[src/rtl/mc_pkg.sv]
package mc_pkg;
    localparam int PT_W   = 8;
    localparam int MODE_W = 3;

    typedef enum logic [MODE_W-1:0] {
        FF_D     = 3'b000,
        FF_T     = 3'b001,
        FF_JK    = 3'b010,
        FF_SR    = 3'b011,
        FF_TRANS = 3'b100
    } ff_mode_e;

    typedef enum logic {
        Q_CLR = 1'b0,
        Q_SET = 1'b1
    } q_state_e;
endpackage

[src/rtl/mc_sum.sv]
module mc_sum #(
    parameter int PT_W = 8
) (
    input  logic [PT_W-1:0] pterm,
    input  logic [PT_W-1:0] alloc_mask,
    input  logic            invert,
    output logic            sum
);
    logic [PT_W-1:0] gated;
    logic            or_out;

    genvar g;
    generate
        for (g = 0; g < PT_W; g++) begin : g_gate
            assign gated[g] = pterm[g] & alloc_mask[g];
        end
    endgenerate

    assign or_out = |gated;
    assign sum    = or_out ^ invert;
endmodule

[src/rtl/mc_ff.sv]
module mc_ff
    import mc_pkg::*;
#(
    parameter int MODE_W = 3
) (
    input  logic              clk,
    input  logic              rst_n,
    input  logic              sum,
    input  logic              kr_term,
    input  logic [MODE_W-1:0] ff_mode,
    output logic              q,
    output logic              stored
);
    q_state_e state, state_nxt;
    q_state_e flipped;

    assign flipped = (state == Q_SET) ? Q_CLR : Q_SET;

    // state register
    always_ff @(posedge clk or negedge rst_n) begin
        if (!rst_n) state <= Q_CLR;
        else        state <= state_nxt;
    end

    // next-state selection by mode
    always_comb begin
        state_nxt = state;
        unique case (ff_mode)
            FF_D, FF_TRANS: state_nxt = sum ? Q_SET : Q_CLR;
            FF_T:           state_nxt = sum ? flipped : state;
            FF_JK: begin
                unique case ({sum, kr_term})
                    2'b10:   state_nxt = Q_SET;
                    2'b01:   state_nxt = Q_CLR;
                    2'b11:   state_nxt = flipped;
                    default: state_nxt = state;
                endcase
            end
            FF_SR: begin
                unique case ({sum, kr_term})
                    2'b10:   state_nxt = Q_SET;
                    2'b01:   state_nxt = Q_CLR;
                    default: state_nxt = state;
                endcase
            end
            default:        state_nxt = state;
        endcase
    end

    // outputs
    always_comb begin
        q      = (state == Q_SET);
        stored = (ff_mode == FF_TRANS) ? sum : q;
    end
endmodule

[src/rtl/mc_outsel.sv]
module mc_outsel (
    input  logic bypass,
    input  logic sum,
    input  logic stored,
    output logic mc_out
);
    assign mc_out = bypass ? sum : stored;
endmodule

[src/rtl/mc_cell.sv]
module mc_cell
    import mc_pkg::*;
#(
    parameter int PT_W   = mc_pkg::PT_W,
    parameter int MODE_W = mc_pkg::MODE_W
) (
    input  logic              clk,
    input  logic              rst_n,
    input  logic [PT_W-1:0]   pterm,
    input  logic [PT_W-1:0]   alloc_mask,
    input  logic              invert,
    input  logic              kr_term,
    input  logic [MODE_W-1:0] ff_mode,
    input  logic              bypass,
    output logic              mc_out,
    output logic              fb_out
);
    logic sum;
    logic q;
    logic stored;

    mc_sum #(.PT_W(PT_W)) u_sum (
        .pterm      (pterm),
        .alloc_mask (alloc_mask),
        .invert     (invert),
        .sum        (sum)
    );

    mc_ff #(.MODE_W(MODE_W)) u_ff (
        .clk     (clk),
        .rst_n   (rst_n),
        .sum     (sum),
        .kr_term (kr_term),
        .ff_mode (ff_mode),
        .q       (q),
        .stored  (stored)
    );

    mc_outsel u_sel (
        .bypass (bypass),
        .sum    (sum),
        .stored (stored),
        .mc_out (mc_out)
    );

    assign fb_out = q;
endmodule

[config.mk]
export PLATFORM = sky130hd
export DESIGN_NAME = mc_cell
export DESIGN_NICKNAME = d
export VERILOG_FILES = /design/src/rtl/mc_pkg.sv /design/src/rtl/mc_sum.sv /design/src/rtl/mc_ff.sv /design/src/rtl/mc_outsel.sv /design/src/rtl/mc_cell.sv
export SDC_FILE = /design/constraint.sdc
export NUM_CORES = 1
export LEC_CHECK = 0
export ABC_AREA = 1
export BUFFER_PORTS_ARGS = -buffer_cell sky130_fd_sc_hd__buf_2
export CAP_MARGIN = 20
export CORE_AREA = 2 2 39 41
export DETAILED_ROUTE_END_ITERATION = 10
export DIE_AREA = 0 0 41 43
export GPL_ROUTABILITY_DRIVEN = 0
export MAX_ROUTING_LAYER = met4
export PLACE_DENSITY_LB_ADDON = 0.2
export SYNTH_ARGS = -nofsm -noshare
export SYNTH_HDL_FRONTEND = slang
export SYNTH_SLANG_ARGS = --single-unit
[constraint.sdc]
create_clock -name clk -period 1.75 [get_ports clk]
set_input_delay 0.0875 -clock clk [delete_from_list [all_inputs] [get_ports clk]]
set_output_delay 0.0875 -clock clk [all_outputs]
set_load 0.1 [all_outputs]
Word-level counts from Yosys, hierarchy flattened:

Index checks and enable logic that the tools add are counted.

* equality and inequality tests: 10
* muxes and demuxes: 8
* bitwise operators: 9
* reductions and logical operators: 5

Operators by type and width (number)
* 1-bit AND: 8
* 8-bit OR reduction: 1
* 3-bit by 2-bit equality test with 1-bit output, second input constant: 2
* 1-bit 2-to-1 mux: 5
* 2-bit equality test, second input constant: 2
* 4-bit by 1-bit inequality test with 1-bit output, second input constant: 1
* 1-bit one-hot mux with 4 select lines: 1
* 4-bit AND reduction: 1
* 4-bit nonzero test: 1
* 3-bit by 1-bit equality test with 1-bit output, second input constant: 1
* 3-bit equality test, second input constant: 1
* 3-bit zero test: 1
* 3-bit by 1-bit inequality test with 1-bit output, second input constant: 1
* 1-bit one-hot mux with 3 select lines: 1
* 2-bit by 1-bit equality test with 1-bit output, second input constant: 1
* 2-bit by 1-bit inequality test with 1-bit output, second input constant: 1
* 1-bit one-hot mux with 2 select lines: 1
* 2-bit OR reduction: 1
* 1-bit XOR: 1

* flip-flop bits (word level): 1
* output and inout bits: 2
* word-level logic and storage cells: 33

Depth between registers and ports, before layout:

Gate-level depths: netlist of the first run.

* word-level depth: 6
* depth in mapped cells: 11
* mapped depth without buffers: 11

By module:

Synthesis of the first run repeated with hierarchy kept, for this count alone.

* cells, all modules: 67
* area, all modules: 324.1 um^2

Modules (own cells, without submodules)
* mc_ff: times used 1, cells an instance 44, area each 231.5 um^2, seq. area each 25.0 um^2
* mc_sum: times used 1, cells an instance 19, area each 77.6 um^2, seq. area each 0.0 um^2
* mc_outsel: times used 1, cells an instance 4, area each 15.0 um^2, seq. area each 0.0 um^2

Worst setup path after synthesis of the first run:

Ideal clock, no wire load.

* path type: register to output
* start point: register u_ff.state, in the netlist u_ff.q
* end point: output mc_out
* data arrival time: 1.724 ns
* required time: 1.662 ns
* setup slack: -0.061 ns
* cell stages (with the launch flop): 3
* path buffers: 0
* path through: dfrtp_1 > mux2i_1 > inv_1

* longest elaborated chain between the ends: 2

Ends and longest elaborated chain
* start, declared: RTL line mc_ff.sv:14 `q_state_e state, state_nxt;`
* start signal, assigned: RTL line mc_ff.sv:22 `else state <= state_nxt;`
* 1-bit 2-to-1 mux: RTL line mc_ff.sv:53 `stored = (ff_mode == FF_TRANS) ? sum : q;`
* 1-bit 2-to-1 mux: RTL line mc_outsel.sv:7 `assign mc_out = bypass ? sum : stored;`
* end, declared: RTL line mc_cell.sv:15 `output logic mc_out,`

No other way between the ends.

Worst setup path in the final report of the first run:

* start point: input pterm[6]
* end point: output mc_out

* longest elaborated chain between the ends: 5

Ends and longest elaborated chain
* start, declared: RTL line mc_cell.sv:9 `input logic [PT_W-1:0] pterm,`
* 1-bit AND *: RTL line mc_sum.sv:15 `assign gated[g] = pterm[g] & alloc_mask[g];`
* 8-bit OR reduction *: RTL line mc_sum.sv:19 `assign or_out = |gated;`
* 1-bit XOR *: RTL line mc_sum.sv:20 `assign sum = or_out ^ invert;`
* 1-bit 2-to-1 mux: RTL line mc_ff.sv:53
* 1-bit 2-to-1 mux *: RTL line mc_outsel.sv:7

Every way passes the cells marked *; elsewhere a longest branch is shown, timed or not.

==> metrics, run 1 <==
post-synthesis register bit count=1; via count=318; Worst-Margin Slew=485 ps; core box area=around 1400 um^2; RSZ-0062 raised after global routing=false; Non-Filler Instances=85; Post CTS Setup Buffer Count=0; crit path DAT=1170 ps; Final Max Slew Viols=0; flip-flop and latch area=26.3 um^2; Antenna diodes=0; area taken by multi-input logic gates=about 160 um^2; Int Pwr=0.0708 mW; Starting Density=15.2%; Max-Cap Viols=0; Sw Ratio=~58%; Finish-stage setup viols=0; reg2reg end=u_ff.q$_DFFE_PN0P_; worst-path fanout max=3; startpoint types=primary input; Die X=41 um; Area Overhead vs Synth=74.4%; most frequent cells in the layout=buf_2, nand2_1, inv_1; Mapped Area=210 um^2; Pwr Density=between 400 and 500 nW/um^2; first-pass GRT wire length=1100 um; number of failing hold endpoints at the final stage=0; YS warnings=0; Critical Path End=mc_out; io pins=26; crit path from=pterm[6]; drt wl/cell=6.86 um; switching power of the nets=0.0976 mW; share of power burned in registers=approximately 19%; syn avg cell area=~4.9 um^2; commonest non-fill, non-tap cell in the layout=buf_2; fmax=0.793 GHz; IO Port Bufs=25; data required time of the worst path=1660 ps; fillers=172; fin crit period=1260 ps; total gr overflow=0; vias in the first global route=322; Crit. End Element=output pin; Crit Path Category=in -> out; DRC=0; pin count of the biggest net entering global routing=5; Distinct cells, synth=11; status=completed; Clock power frac=0%; max FFs per register=1; dpl hpwl=around 560 um; total routed wirelength=about 600 um; clk_skew=0 ps; Worst Reg-to-Reg Cells=3; Tcrit/Tclk final=just over 70%; placed insts=84; setup slack, reg-to-reg=between 800 and 900 ps; initial antenna violation count=0; clock insertion delay at the later pin of the skew report=0 ps; post-synthesis sequential area ratio=11.9%; DRT iter0 DRCs=2; Final ANT Viol Nets=0; VDD IR-drop max=around 0.16 mV; layout net count=between 90 and 100; R2R Path Start=u_ff.q$_DFFE_PN0P_; leakage power=0.239 nW; Comb pwr share=80.7%; Die Y=~43 um; CTS clock-pin slew for the worst setup and hold paths=0 ps; Synth Net Count=67; full die area=roughly 1800 um^2; DR pass1 iterations=2; HP Class=in -> async; share of post-route cells with drive strength above 1=a little over two fifths; Final TNS setup=0 ps; row cnt=14; GRT Overall Usage=8.52%; Slew HR=67.9%; Post-Synthesis Cells=43; routed vias/inst=approximately 3.7
## synth_stat cells, drive strengths merged
master	instances	share of area (%)
nand3	3	7.1
mux2i	1	4.8
nand2	22	40
a21oi	1	2.4
o311ai	1	4.2
o21a	1	3.6
inv	6	11
nor2	7	15
dfrtp	1	12
## cells by family after synthesis
kind of cell	after synthesis	share of synthesized area [%]
muxes	1	4.76
AOI/OAI and AO/OA	3	10.1
buffers and inverters	6	10.7
and+or+nand+nor	32	62.5
DFF	1	11.9
## through the flow
| stage | hold WS [ps] | setup slack, ps | power, mW | util (%) | instance area, um^2 |
|---|---|---|---|---|---|
| after floorplan | -208 | 233 | 0.128 | - | 211 |
| final | 404 | 489 | 0.168 | 26.5 | 367 |
| after global placement | -138 | 478 | 0.168 | 25.8 | 357 |
| after CTS | 395 | 467 | 0.170 | 26.5 | 367 |
| after global routing | 433 | 364 | 0.182 | 26.5 | 367 |
| after detailed placement | -136 | 472 | 0.168 | 25.8 | 357 |
## what timing repair did
action	in CTS	in global routing
hold buffers	1	0
endpoints found under the hold margin	1	0
resized for setup	0	0
endpoints found under the setup margin	0	0
## worst min-delay path by stage
| stage | startpoint | to | slack (ps) | depth (start not counted) |
|---|---|---|---|---|
| floorplan | rst_n | u_ff.q$_DFFE_PN0P_ | -210 | 0 |
| global placement | rst_n | u_ff.q$_DFFE_PN0P_ | -140 | 1 |
| detailed placement | rst_n | u_ff.q$_DFFE_PN0P_ | -140 | 1 |
| CTS | rst_n | u_ff.q$_DFFE_PN0P_ | 400 | 2 |
| global route | rst_n | u_ff.q$_DFFE_PN0P_ | 430 | 2 |
| finish | rst_n | u_ff.q$_DFFE_PN0P_ | 400 | 2 |
## power groups by stage
stage | Clock [mW] | Combinational, mW | Sequential [mW]
global route | 0 | 0.149 | 0.0331
detailed placement | 0 | 0.136 | 0.0327
CTS | 0 | 0.138 | 0.0327
global placement | 0 | 0.135 | 0.0326
finish | 0 | 0.136 | 0.0325
floorplan | 0 | 0.0646 | 0.0631
## worst max-delay path, cell delays in order
cell	delay, ps
buf_2	100
nand2_1	50
nand2_1	60
nor2_2	120
nand3_1	120
nand2_1	110
mux2i_1	70
inv_1	50
buf_2	410
## per-layer routing
layer | global-route usage, % | up-vias | wire [um]
met5 | - | - | 0
met4 | 0 | 0 | 0
met3 | 0 | 0 | 10
met2 | 15.9 | 4 | 324
met1 | 10.2 | 130 | 249
li1 | - | 184 | -
## final cells by class
cell class                      count  share of cell area, %
Multi-Input combinational cell     36                   44.4
Timing Repair Buffer               26                   36.9
Sequential cell                     1                   7.17
Inverter                            6                   6.14
Tap cell                           16                   5.46
Power figures use the tool's default switching activity.
==> run 2: changes to the inputs <==
Clock period 1.75 ns to 1 ns, I/O delays scaled along.
==> run 2 against run 1 <==
  * Via count increased by 15%
  * Worst hold slack got worse by 46 ps
  * Largest power group unchanged
  * Sequential power increased by 93%
  * The flow now finishes with violations (setup timing)
  * Setup slack got worse by 560 ps
  * Global-route usage decreased by 0.10 points
  * Core utilization increased by 15 points
  * Register-to-register slack got worse by 800 ps
  * Cell area increased by 57%
  * Wire length increased by 23%
  * Sequential share of layout area decreased by 2.2 points
==> metrics, run 2 (synthesis gave the netlist of run 1 again) <==
status=finished with violations; failing checks=setup timing; Area Overhead vs Synth=174%; clock insertion delay at the later pin of the skew report=0 ps (unchanged); layout net count=103 (+8.4%); leakage power=0.312 nW (+30%); Pwr Density=780 nW/um^2 (+70%); RSZ-0062 raised after global routing=true; Die Y=43 um (unchanged); DRC=0 (unchanged); DRT iter0 DRCs=0 (-2); area taken by multi-input logic gates=208 um^2 (+28%); switching power of the nets=0.208 mW (+110%); most frequent cells in the layout=nand2_1, buf_2, buf_6; Final ANT Viol Nets=0 (unchanged); met2 usage=16.3% (+0.31 points); full die area=1760 um^2 (unchanged); vias in the first global route=316 (-1.9%); R2R Path Start=u_ff.q$_DFFE_PN0P_; flip-flop and latch area=28.8 um^2 (+9.5%); GR met1 Demand/Resource=9.58% (-0.64 points); CTS clock-pin slew for the worst setup and hold paths=0 ps (unchanged); drt wl/cell=7.71 um (+12%); Crit. End Element=output pin; io pins=26 (unchanged); placed insts=91 (+8.3%); IO Port Bufs=25 (unchanged); total gr overflow=0 (unchanged); share of power burned in registers=13.9% (-5.4 points); Starting Density=15.2% (unchanged); crit path DAT=1020 ps (-150 ps); Worst-Margin Slew=249 ps (-237 ps); first-pass GRT wire length=1100 um (-0.63%); Sw Ratio=46.3% (-12 points); core box area=1380 um^2 (unchanged); fin crit period=1070 ps; fmax=0.931 GHz; worst-path fanout max=2 (-1); Die X=41 um (unchanged); max FFs per register=1 (unchanged); Crit Path Category=in -> out; final core utilization=41.7% (+15 points); cell mode on critical path=nand2_2; pin count of the biggest net entering global routing=4 (-1); clk_skew=0 ps (unchanged); VDD IR-drop max=0.320 mV (+110%); share of post-route cells with drive strength above 1=62.3% (+20 points); GR Util met3=0% (unchanged); Int Pwr=0.242 mW (+240%); total routed wirelength=717 um (+23%); dpl hpwl=571 um (+2.4%); Antenna diodes=0 (unchanged); initial antenna violation count=0 (unchanged); Max-Cap Viols=0 (unchanged); worst path cell trace=buf_2 > nand2_1 > nand2_2 > nor2_4 > nand2_1 > nand2_2 > nand2_2 > mux2i_4 > clkinvlp_4 > buf_12; CP max stage delay=170 ps (-240 ps); via count=365 (+15%); routed vias/inst=3.92 (+4.9%); Slew HR=83.1% (+15 points); Finish-stage setup viols=2 (+2); startpoint types=primary input; Final Max Slew Viols=0 (unchanged); Non-Filler Instances=93 (+9.4%); Comb pwr share=86.1% (+5.4 points); DR pass1 iterations=1 (-1); Clock power frac=0% (unchanged); HP Class=in -> async; Tcrit/Tclk final=107%; number of failing hold endpoints at the final stage=0 (unchanged); row cnt=14 (unchanged); hold slack final=358 ps (-45.8 ps); crit path from=pterm[1]; data required time of the worst path=950 ps (-710 ps); GRT busiest layer=met2; GRT Overall Usage=8.42% (-0.10 points); fin worst setup slack=-73.8 ps (-563 ps); Worst path slowest cell=buf_12; fillers=153 (-11%)
## run 2: cell types whose count changed in the layout (fill, tap and decap cells not counted), moves of 2 or more
cell     before  now
buf_6         0   11
buf_12        0    2
nand2_1      21   12
buf_4         0    8
nand2_2       1    9
buf_2        25   12
## run 2: per-stage QoR
stage	instance area [um^2]	worst slack (ps)	power (mW)	TNS (ps)
4_1_cts	510	-105	0.425	-140
2_1_floorplan	230	-302	0.249	-428
6_report	577	-73.8	0.450	-85.0
3_5_place_dp	458	-139	0.401	-164
3_3_place_gp	458	-115	0.400	-128
5_1_grt	577	-154	0.476	-285
## run 2: worst paths after layout
check                                     end  slack, ps  depth (start not counted)
hold reg to reg            u_ff.q$_DFFE_PN0P_        690                          3
max in group asynchronous  u_ff.q$_DFFE_PN0P_        540                          2
setup reg to reg           u_ff.q$_DFFE_PN0P_         50                          3
min in group clk           u_ff.q$_DFFE_PN0P_        460                          6
hold / removal             u_ff.q$_DFFE_PN0P_        360                          2
setup / recovery                       mc_out        -70                         10
## run 2: cell type report
| class | count | share of cell area [%] |
|---|---|---|
| inverter | 6 | 4.56 |
| multi-input combinational | 36 | 36.0 |
| sequential | 1 | 4.99 |
| tap | 16 | 3.47 |
| timing repair buffer | 34 | 51.0 |
## run 2: what timing repair did
item | 4_1_cts | 5_1_grt
buffers inserted | 1 | 0
cloned | 0 | 0
setup endpoints to repair | 2 | 2
hold buffers | 1 | 0
pin swaps | 7 | 10
resized for setup | 8 | 14
hold endpoints to repair | 1 | 0
## run 2: power by group through the flow
stage / Sequential [mW] / Clock [mW] / Combinational (mW)
after CTS: 0.0626 / 0 / 0.362
final: 0.0626 / 0 / 0.388
after global placement: 0.0634 / 0 / 0.337
after detailed placement: 0.0625 / 0 / 0.339
after global routing: 0.0634 / 0 / 0.412
after floorplan: 0.118 / 0 / 0.131
## run 2: layer usage
layer	share of wire, %	wire (um)
met1	34	243
met2	62	443
met3	4.2	30
met4	0	0
met5	0	0
## run 2: worst max-delay path: cells and delay by family
| family | cells | cell delay [ps] |
|---|---|---|
| buffers and inverters | 3 | 390 |
| multiplexers | 1 | 160 |
| AND/OR/NAND/NOR | 6 | 420 |
